$ cat src/rtl/seg_pkg.sv
package seg_pkg;
    localparam int PA_W       = 24;
    localparam int OFF_W      = 16;
    localparam int WORD_W     = 16;
    localparam int IDX_W      = 13;
    localparam int ACC_W      = 8;
    localparam int DESC_WORDS = 4;
    localparam int CNT_W      = $clog2(DESC_WORDS);
    localparam int SEL_W      = IDX_W + 3;

    typedef struct packed {
        logic [IDX_W-1:0] idx;
        logic             ti;
        logic [1:0]       rpl;
    } sel_t;

    typedef struct packed {
        logic [ACC_W-1:0] acc;
        logic [PA_W-1:0]  base;
        logic [OFF_W-1:0] lim;
    } desc_t;

    typedef enum logic {F_IDLE, F_FETCH} fstate_e;
endpackage

$ cat src/rtl/seg_fetch_ctl.sv
module seg_fetch_ctl
    import seg_pkg::*;
(
    input  logic              clk,
    input  logic              rst_n,
    input  logic              sel_wr_i,
    input  sel_t              sel_i,
    input  logic [PA_W-1:0]   gbase_i,
    input  logic [OFF_W-1:0]  glim_i,
    input  logic [PA_W-1:0]   lbase_i,
    input  logic [OFF_W-1:0]  llim_i,
    input  logic              mem_ack_i,
    input  logic [WORD_W-1:0] mem_rdata_i,
    output logic              mem_req_o,
    output logic [PA_W-1:0]   mem_addr_o,
    output logic              busy_o,
    output logic              commit_o,
    output sel_t              pend_sel_o,
    output desc_t             new_desc_o,
    output logic              ld_done_o,
    output logic              ld_fault_o
);
    localparam logic [CNT_W-1:0] LAST = CNT_W'(DESC_WORDS - 1);

    typedef struct packed {
        fstate_e                           st;
        logic [CNT_W-1:0]                  cnt;
        logic [PA_W-1:0]                   entry;
        sel_t                              pend;
        logic [DESC_WORDS-2:0][WORD_W-1:0] words;
        logic                              done;
        logic                              fault;
    } fetch_t;

    fetch_t r_q, r_d;

    logic [PA_W-1:0]  tab_base;
    logic [OFF_W-1:0] tab_lim;
    logic [OFF_W-1:0] span_end;

    always_comb begin
        r_d       = r_q;
        r_d.done  = 1'b0;
        r_d.fault = 1'b0;
        tab_base  = sel_i.ti ? lbase_i : gbase_i;
        tab_lim   = sel_i.ti ? llim_i  : glim_i;
        span_end  = OFF_W'({sel_i.idx, 3'b111});
        commit_o  = 1'b0;
        unique case (r_q.st)
            F_IDLE: begin
                if (sel_wr_i) begin
                    if (span_end > tab_lim) begin
                        r_d.fault = 1'b1;
                    end else begin
                        r_d.st    = F_FETCH;
                        r_d.cnt   = '0;
                        r_d.entry = tab_base + PA_W'({sel_i.idx, 3'b000});
                        r_d.pend  = sel_i;
                    end
                end
            end
            F_FETCH: begin
                if (mem_ack_i) begin
                    for (int k = 0; k < DESC_WORDS - 1; k++) begin
                        if (r_q.cnt == CNT_W'(k)) r_d.words[k] = mem_rdata_i;
                    end
                    if (r_q.cnt == LAST) begin
                        r_d.st   = F_IDLE;
                        r_d.done = 1'b1;
                        commit_o = 1'b1;
                    end else begin
                        r_d.cnt = r_q.cnt + 1'b1;
                    end
                end
            end
            default: r_d.st = F_IDLE;
        endcase
    end

    always_ff @(posedge clk) begin
        if (!rst_n) begin
            r_q <= '0;
        end else begin
            r_q <= r_d;
        end
    end

    assign busy_o          = (r_q.st == F_FETCH);
    assign mem_req_o       = busy_o;
    assign mem_addr_o      = r_q.entry + PA_W'({r_q.cnt, 1'b0});
    assign pend_sel_o      = r_q.pend;
    assign new_desc_o.lim  = r_q.words[0];
    assign new_desc_o.base = {r_q.words[2][7:0], r_q.words[1]};
    assign new_desc_o.acc  = r_q.words[2][15:8];
    assign ld_done_o       = r_q.done;
    assign ld_fault_o      = r_q.fault;
endmodule

$ cat src/rtl/seg_desc_cache.sv
module seg_desc_cache
    import seg_pkg::*;
(
    input  logic  clk,
    input  logic  rst_n,
    input  logic  commit_i,
    input  sel_t  pend_sel_i,
    input  desc_t new_desc_i,
    output sel_t  sel_o,
    output desc_t desc_o
);
    typedef struct packed {
        sel_t  sel;
        desc_t desc;
    } cache_t;

    cache_t c_q, c_d;

    always_comb begin
        c_d = c_q;
        if (commit_i) begin
            c_d.sel  = pend_sel_i;
            c_d.desc = new_desc_i;
        end
    end

    always_ff @(posedge clk) begin
        if (!rst_n) begin
            c_q <= '0;
        end else begin
            c_q <= c_d;
        end
    end

    assign sel_o  = c_q.sel;
    assign desc_o = c_q.desc;
endmodule

$ cat src/rtl/seg_xlate.sv
module seg_xlate
    import seg_pkg::*;
(
    input  logic             clk,
    input  logic             rst_n,
    input  logic             req_i,
    input  logic [OFF_W-1:0] off_i,
    input  logic             busy_i,
    input  desc_t            desc_i,
    output logic             valid_o,
    output logic             fault_o,
    output logic [PA_W-1:0]  addr_o
);
    typedef struct packed {
        logic            valid;
        logic            fault;
        logic [PA_W-1:0] addr;
    } xl_t;

    xl_t x_q, x_d;
    logic take;
    logic in_range;

    always_comb begin
        take      = req_i && !busy_i;
        in_range  = (off_i <= desc_i.lim);
        x_d.valid = take && in_range;
        x_d.fault = take && !in_range;
        x_d.addr  = x_d.valid ? (desc_i.base + PA_W'(off_i)) : '0;
    end

    always_ff @(posedge clk) begin
        if (!rst_n) begin
            x_q <= '0;
        end else begin
            x_q <= x_d;
        end
    end

    assign valid_o = x_q.valid;
    assign fault_o = x_q.fault;
    assign addr_o  = x_q.addr;
endmodule

$ cat src/rtl/seg_cache_unit.sv
module seg_cache_unit
    import seg_pkg::*;
(
    input  logic              clk,
    input  logic              rst_n,
    input  logic              sel_wr,
    input  logic [SEL_W-1:0]  sel_wdata,
    input  logic [PA_W-1:0]   gtab_base,
    input  logic [OFF_W-1:0]  gtab_limit,
    input  logic [PA_W-1:0]   ltab_base,
    input  logic [OFF_W-1:0]  ltab_limit,
    output logic              mem_req,
    output logic [PA_W-1:0]   mem_addr,
    input  logic              mem_ack,
    input  logic [WORD_W-1:0] mem_rdata,
    output logic              busy,
    output logic              ld_done,
    output logic              ld_fault,
    output logic [SEL_W-1:0]  sel_q,
    output logic [ACC_W-1:0]  seg_attr,
    input  logic              xl_req,
    input  logic [OFF_W-1:0]  xl_off,
    output logic              xl_ready,
    output logic              xl_valid,
    output logic              xl_fault,
    output logic [PA_W-1:0]   xl_addr
);
    logic             commit;
    sel_t             pend_sel;
    desc_t            new_desc;
    sel_t             cur_sel;
    desc_t            cur_desc;
    logic [OFF_W-1:0] cur_lim;

    seg_fetch_ctl u_fetch (
        .clk        (clk),
        .rst_n      (rst_n),
        .sel_wr_i   (sel_wr),
        .sel_i      (sel_t'(sel_wdata)),
        .gbase_i    (gtab_base),
        .glim_i     (gtab_limit),
        .lbase_i    (ltab_base),
        .llim_i     (ltab_limit),
        .mem_ack_i  (mem_ack),
        .mem_rdata_i(mem_rdata),
        .mem_req_o  (mem_req),
        .mem_addr_o (mem_addr),
        .busy_o     (busy),
        .commit_o   (commit),
        .pend_sel_o (pend_sel),
        .new_desc_o (new_desc),
        .ld_done_o  (ld_done),
        .ld_fault_o (ld_fault)
    );

    seg_desc_cache u_cache (
        .clk       (clk),
        .rst_n     (rst_n),
        .commit_i  (commit),
        .pend_sel_i(pend_sel),
        .new_desc_i(new_desc),
        .sel_o     (cur_sel),
        .desc_o    (cur_desc)
    );

    seg_xlate u_xlate (
        .clk    (clk),
        .rst_n  (rst_n),
        .req_i  (xl_req),
        .off_i  (xl_off),
        .busy_i (busy),
        .desc_i (cur_desc),
        .valid_o(xl_valid),
        .fault_o(xl_fault),
        .addr_o (xl_addr)
    );

    assign sel_q    = cur_sel;
    assign seg_attr = cur_desc.acc;
    assign cur_lim  = cur_desc.lim;
    assign xl_ready = !busy;
endmodule

$ cat config.mk
export PLATFORM = sky130hd
export DESIGN_NAME = seg_cache_unit
export DESIGN_NICKNAME = d
export VERILOG_FILES = /design/src/rtl/seg_pkg.sv /design/src/rtl/seg_fetch_ctl.sv /design/src/rtl/seg_desc_cache.sv /design/src/rtl/seg_xlate.sv /design/src/rtl/seg_cache_unit.sv
export SDC_FILE = /design/constraint.sdc
export NUM_CORES = 1
export LEC_CHECK = 0
export ABC_AREA = 0
export BUFFER_PORTS_ARGS = -buffer_cell sky130_fd_sc_hd__buf_4
export CAP_MARGIN = 30
export CORE_ASPECT_RATIO = 0.8
export CORE_UTILIZATION = 35
export CTS_CLUSTER_DIAMETER = 100
export DETAILED_ROUTE_END_ITERATION = 7
export GPL_TIMING_DRIVEN = 0
export HOLD_SLACK_MARGIN = 0.08
export PLACE_DENSITY = 0.6
export SYNTH_ARGS = -nofsm -noshare
export SYNTH_HDL_FRONTEND = slang
export SYNTH_HIERARCHICAL = 1
export SYNTH_SLANG_ARGS = --single-unit
$ cat constraint.sdc
create_clock -name clk -period 8.25 [get_ports clk]
set_input_delay 1.65 -clock clk [delete_from_list [all_inputs] [get_ports clk]]
set_output_delay 1.65 -clock clk [all_outputs]
set_load 0.005 [all_outputs]
# == Word level (Yosys, flattened, before mapping) ==
# Index checks and enable logic that the tools add are counted.
# classes
multipliers,0
n_eq_ne,7
order_cmp,2
add_sub_neg,4
shift,0
reduce_logical,14
n_bitwise,4
muxes,12
div_mod_pow,0
# ops
operator,n
two-way mux 43 bit,2
adder 24 x 16 -> 24 bit,2
adder 24 x 3 -> 24 bit,1
two-way mux 24 bit,1
> comparator 16 bit,1
<= comparator 16 bit,1
two-way mux 16 bit,1
AND reduction 3 bit,5
!= test 2 bit (second input constant),4
one-hot mux 3 bit (2 select lines),1
two-way mux 1 bit,5
equality test 2 bit (second input constant),2
NOT 1 bit,4
AND reduction 4 bit,1
logical AND 1 bit,3
two-way mux 3 bit,1
OR reduction 3 bit,1
adder 2 x 1 -> 2 bit (second input constant),1
equality test 2 x 1 -> 1 bit (second input constant),1
zero test 1 bit,2
zero test 2 bit,1
two-way mux 2 bit,1
AND reduction 2 bit,1
# totals
output_inout_bits,79
ff_bits,183
latch_bits,0
mem_bits_rw,0
n_memories,0
in_bits,133
elab_cells,63
mem_bits_ro,0

# == Depth between registers and ports, before layout ==
# logic_depth
depth_word,5
depth_mapped,15
ltp_nobuf,10

# == Hierarchy ==
# Netlist, hierarchy kept.
# modules_own_cells
mod,area_per_inst_um2,cells_per_inst,seq_area_each_um2,n_inst
seg_fetch_ctl,5839.4,717,1861.8,1
seg_desc_cache,2451.1,206,1281.2,1
seg_xlate,2057.0,244,520.5,1
seg_cache_unit,3.8,1,0.0,1

# == Least setup slack after synthesis ==
# OpenSTA, ideal clock, no wires.
# synth_path
kind,input port to flip-flop
from,input sel_wdata[2]
to,register u_fetch/r_q[83] in the netlist's numbering
setup_ns,0.134
n_path_buf,3
path_stages,13
path_slack_ns,3.518
t_arrival_ns,4.598
path_cell_list,buf_4 -> buf_6 -> clkbuf_1 -> mux2_2 -> ha_1 -> fa_1 -> a211oi_1 -> o21bai_1 -> a21oi_1 -> a21oi_1 -> or3b_1 -> o211ai_1 -> o22ai_1
# synth_between
elab_chain_cells,4
# synth_rtl
item,line_no,rtl
from (decl),seg_cache_unit.sv:7,"input logic [SEL_W-1:0] sel_wdata,"
two-way mux 16 bit,seg_fetch_ctl.sv:46,tab_lim = sel_i.ti ? llim_i : glim_i;
> comparator 16 bit,seg_fetch_ctl.sv:52,if (span_end > tab_lim) begin
NOT 1 bit (no line),--,
AND reduction 3 bit (no line),--,
to (signal assigned),seg_fetch_ctl.sv:84,r_q <= r_d;
to (decl),seg_fetch_ctl.sv:35,"fetch_t r_q, r_d;"
# Several ways; a longest one is shown, not always the timed one.
# A chain may end at the register's enable or synchronous reset.

# == Worst setup path after layout ==
# Ends and elaborated chain as after synthesis.

==> qor.csv <==
stage;metric;value;unit
placed_design;gp_congestion;0.8698;
floorplan;core.rowCount;55;
min_path;hold_class;register to register;
min_path;min_to;u_fetch/new_desc_o[22];
routing;ant_nets;0;
placed_design;io_buffers;209;
pwr;vdd_drop_max;0.1079;mV
timing;tns;0;ns
logic_synthesis;synth_warnings;6;
logic_synthesis;async_reset_ff_share;0;%
floorplan;core_area;0.02870;mm²
timing;finClkSkew;0.01193;ns
pwr;pwr-share-seq;44.0;%
floorplan;die_area;0.03027;mm²
timing;hold_viol;0;
timing;max_freq;0.1997;GHz
pwr;p_int;1519;µW
layout;drive_gt1_share;26.12;%
global_routing;grt_pass1_wl;44.43;mm
pwr;p_leak;0.005289;µW
floorplan;start_util;36.07;%
pwr;powerDensity;163.4;mW/mm²
global_routing;grt_usage;18.89;%
timing;relSlewSlack;41.74;%
floorplan;die_h;155.8;µm
global_routing;grt_overflow_total;0;
global_routing;antenna_found_initial;1;
critical_path;crit_buf_inv;3;
logic_synthesis;yosys-top-cells-area;dfxtp_1, mux2i_1, ha_1;
pwr;switchingPower;599.8;µW
pwr;clockPowerShare;38.9;%
critical_path;r2r_start;u_cache/desc_o[16];
clock_network;cts.sinks;183;
critical_path;endpoint_kind;register;
routing;vias_per_cell;4.793;
placed_design;dpl_cell_area;0.01238;mm²
logic_synthesis;syn_inst;1168;
critical_path;critPathRequiredTime;8.55;ns
layout;syn2layout_area_growth;25.29;%
placed_design;place_inst;1747;
timing;rsz0062_at_grt;no;
logic_synthesis;syn_area_per_cell;8.862;µm²
logic_synthesis;seq_area_frac_synth;35.39;%
timing;worstMarginPinSlew;0.8738;ns
routing;wl_per_cell;15.99;µm
min_path;holdPathStages;2;
layout;post-route-cell-area;0.01297;mm²
flow_run;drv_cap;0;
critical_path;cp.arrival;5.31;ns
routing;routed_wl;28.47;mm
critical_path;crit_path_cell_trace;buf_4 > buf_6 > clkbuf_1 > mux2_2 > ha_1 > fa_1 > a211oi_1 > o21bai_1 > a21oi_1 > a21oi_1 > or3b_1 > o211ai_1 > o22ai_1;
critical_path;path_class;input pin to register;
logic_synthesis;synth_edf_count;0;
clock_network;cts_made_buffers;17;
critical_path;crit_family;compound AO/OA/AOI/OAI gates;
layout;layout.cells.non_filler;1780;
min_path;min_from;u_fetch/new_desc_o[22];
routing;vias;8531;
pwr;swShare;28.31;%
logic_synthesis;synth_nets;1368;
logic_synthesis;ys_types;68;
critical_path;crit_top_cell;a21oi_1;
clock_network;clk-insertion-delay-late;0.44;ns
floorplan;die_x;194.3;µm
placed_design;dpl.hpwl;22.61;mm
critical_path;cpMaxStageDelayCell;clkbuf_1;
critical_path;cp_slowest_stage_delay;0.49;ns
critical_path;worstPathMaxFanout;10;
timing;hold_ws;0.4562;ns
timing;fin_ws;3.242;ns
placed_design;pre_cts_ws;2.875;ns
global_routing;grt_max_degree;19;
pwr;combPwrFrac;17.1;%
run_status;status;completed;
clock_network;cts_setup_buffers;0;
clock_network;clock_tree.root_cell;clkbuf_16;
logic_synthesis;ys.flop_type;dfxtp_1;
routing;drc;0;
layout;nNetsFinal;1596;
clock_network;cts.htree.levels;4;
logic_synthesis;synth_top_area_share;35.39;%
routing;dr.pass1.iters;5;
logic_synthesis;synth-seq-cells;183;
floorplan;io_pins;212;
clock_network;holdBufCountCts;0;
timing;min_period_over_period;60.71;%
global_routing;grt_pass1_vias;8091;
timing;drv_slew;0;
timing;min_period;5.008;ns
clock_network;clk_pin_slew;0.07;ns
critical_path;cp-start-kind;input pin;
routing;drtIter0Drc;560;
critical_path;ff2ff_path_depth;9;
critical_path;r2r_setup_slack;5.70;ns
clock_network;cts.path.max_buffers;2;
clock_network;cts_resized;0;
clock_network;tritoncts;built;
logic_synthesis;syn-cell-area;0.01035;mm²
logic_synthesis;synth_area_leader_cell;dfxtp_1;
timing;finalSetupViolCount;0;
critical_path;reg2reg_to;u_xlate/addr_o[18];
-- cell type report --
class	count	area, µm²
multi-input cells	832	5762
plain buffers	124	817.0
well taps	370	462.9
clock inverters	15	157.7
repair buffers	209	1569
clock buffers	17	425.4
fillers	2814	15730
inverters	29	108.9
flip-flops and latches	183	3664
diodes	1	2.502
-- through the flow --
step | total power, µW | utilization (%)
6_report | 2119 | 45.19
5_1_grt | 2214 | 45.18
4_1_cts | 2139 | 45.18
3_5_place_dp | 1315 | 43.15
3_3_place_gp | 1310 | 43.15
2_1_floorplan | 1165 | -
-- per-layer routing --
metal | share of wire (%) | up-vias | global-route usage, %
met4 | 1.1 | 0 | 4.044
met1 | 50 | 3873 | 26.48
met5 | 0 | - | 0
met3 | 5.3 | 23 | 4.453
li1 | - | 4416 | -
met2 | 43 | 219 | 29.31
-- flip-flops by register name, summed over array words and instances (netlist names) --
signal,cells
u_cache/desc_o,48
u_cache/sel_o,16
u_fetch/busy_o,1
u_fetch/ld_done_o,1
u_fetch/ld_fault_o,1
u_fetch/new_desc_o,48
u_fetch/pend_sel_o,16
u_fetch/r_q,26
u_xlate/addr_o,24
u_xlate/fault_o,1
u_xlate/valid_o,1
-- layout by cell type, fill, tap and decap left out, types with 8 or more instances in the layout --
cell type | synthesis | final
clkbuf_16 | 0 | 17
nand3_1 | 23 | 23
nor3_1 | 23 | 23
a31oi_1 | 8 | 8
a211oi_1 | 12 | 12
nor2_1 | 70 | 70
xor2_1 | 15 | 15
nor2b_1 | 73 | 73
a21oi_1 | 91 | 91
and3_1 | 12 | 12
mux2i_1 | 112 | 112
clkbuf_1 | 36 | 36
a21o_1 | 10 | 10
o21ai_0 | 24 | 24
nand2_1 | 143 | 143
mux2_2 | 17 | 17
ha_1 | 64 | 64
dfxtp_1 | 183 | 183
inv_1 | 29 | 29
buf_2 | 10 | 10
buf_4 | 68 | 277
xnor2_1 | 38 | 38
nand4_1 | 10 | 10
-- Yosys cell counts (2+ instances only) --
master      n
a211oi_1   12
a211oi_2    4
a21o_1     10
a21o_2      2
a21oi_1    91
a21oi_2     4
a311oi_1    2
a31oi_1     8
and2_1      5
and3_1     12
buf_2      10
buf_4      68
buf_6       2
buf_8       6
clkbuf_1   36
dfxtp_1   183
fa_1        3
ha_1       64
inv_1      29
mux2_2     17
mux2i_1   112
nand2_1   143
nand2b_1    5
nand3_1    23
nand4_1    10
nor2_1     70
nor2b_1    73
nor3_1     23
nor3b_1     3
nor4_1      5
o211ai_1    4
o21a_1      7
o21ai_0    24
o21bai_1    4
o22ai_1     5
o31ai_1     2
o32ai_1     2
or2_2       2
or3_1       2
or3b_1      2
xnor2_1    38
xor2_1     15
-- cells by family (layout without fill, tap and decap cells) --
logic type | Yosys count | after routing | share of synthesized area [%]
xor+xnor | 53 | 53 | 4.485
buf+inv | 153 | 394 | 8.945
mux | 129 | 129 | 12.68
compound gates | 193 | 193 | 11.75
simple gates | 390 | 390 | 18.43
other cells | 0 | 1 | 0
fa+ha+maj | 67 | 67 | 8.316
flops | 183 | 183 | 35.39
-- power by group through the flow --
stage	combinational, µW	sequential (µW)	clock [µW]
floorplan	219	946	0
global placement	359	951	0
detailed placement	363	952	0
CTS	365	932	843
global route	401	935	878
finish	363	932	823
-- worst max path at each step --
| stage | from | endpoint | slack [ns] | cells past startpoint |
|---|---|---|---|---|
| final | sel_wdata[2] | u_fetch/r_q[83] | 3.24 | 13 |
| after global routing | sel_wdata[2] | u_fetch/r_q[83] | 3.03 | 13 |
| after CTS | sel_wdata[2] | u_fetch/r_q[83] | 3.32 | 13 |
| after detailed placement | sel_wdata[2] | u_fetch/r_q[83] | 2.87 | 13 |
| after global placement | sel_wdata[2] | u_fetch/r_q[83] | 2.90 | 13 |
| after floorplan | sel_wdata[2] | u_fetch/r_q[83] | 3.52 | 13 |
-- worst register-to-register path: stages, from the launching register on --
cell	delay (ns)
dfxtp_1	0.35
ha_1	0.22
fa_1	0.44
a21oi_2	0.17
o211a_1	0.23
nor3_4	0.07
a221oi_1	0.48
a21oi_1	0.16
xnor2_1	0.16
nor3_1	0.18
(Power assumes the default switching activity.)
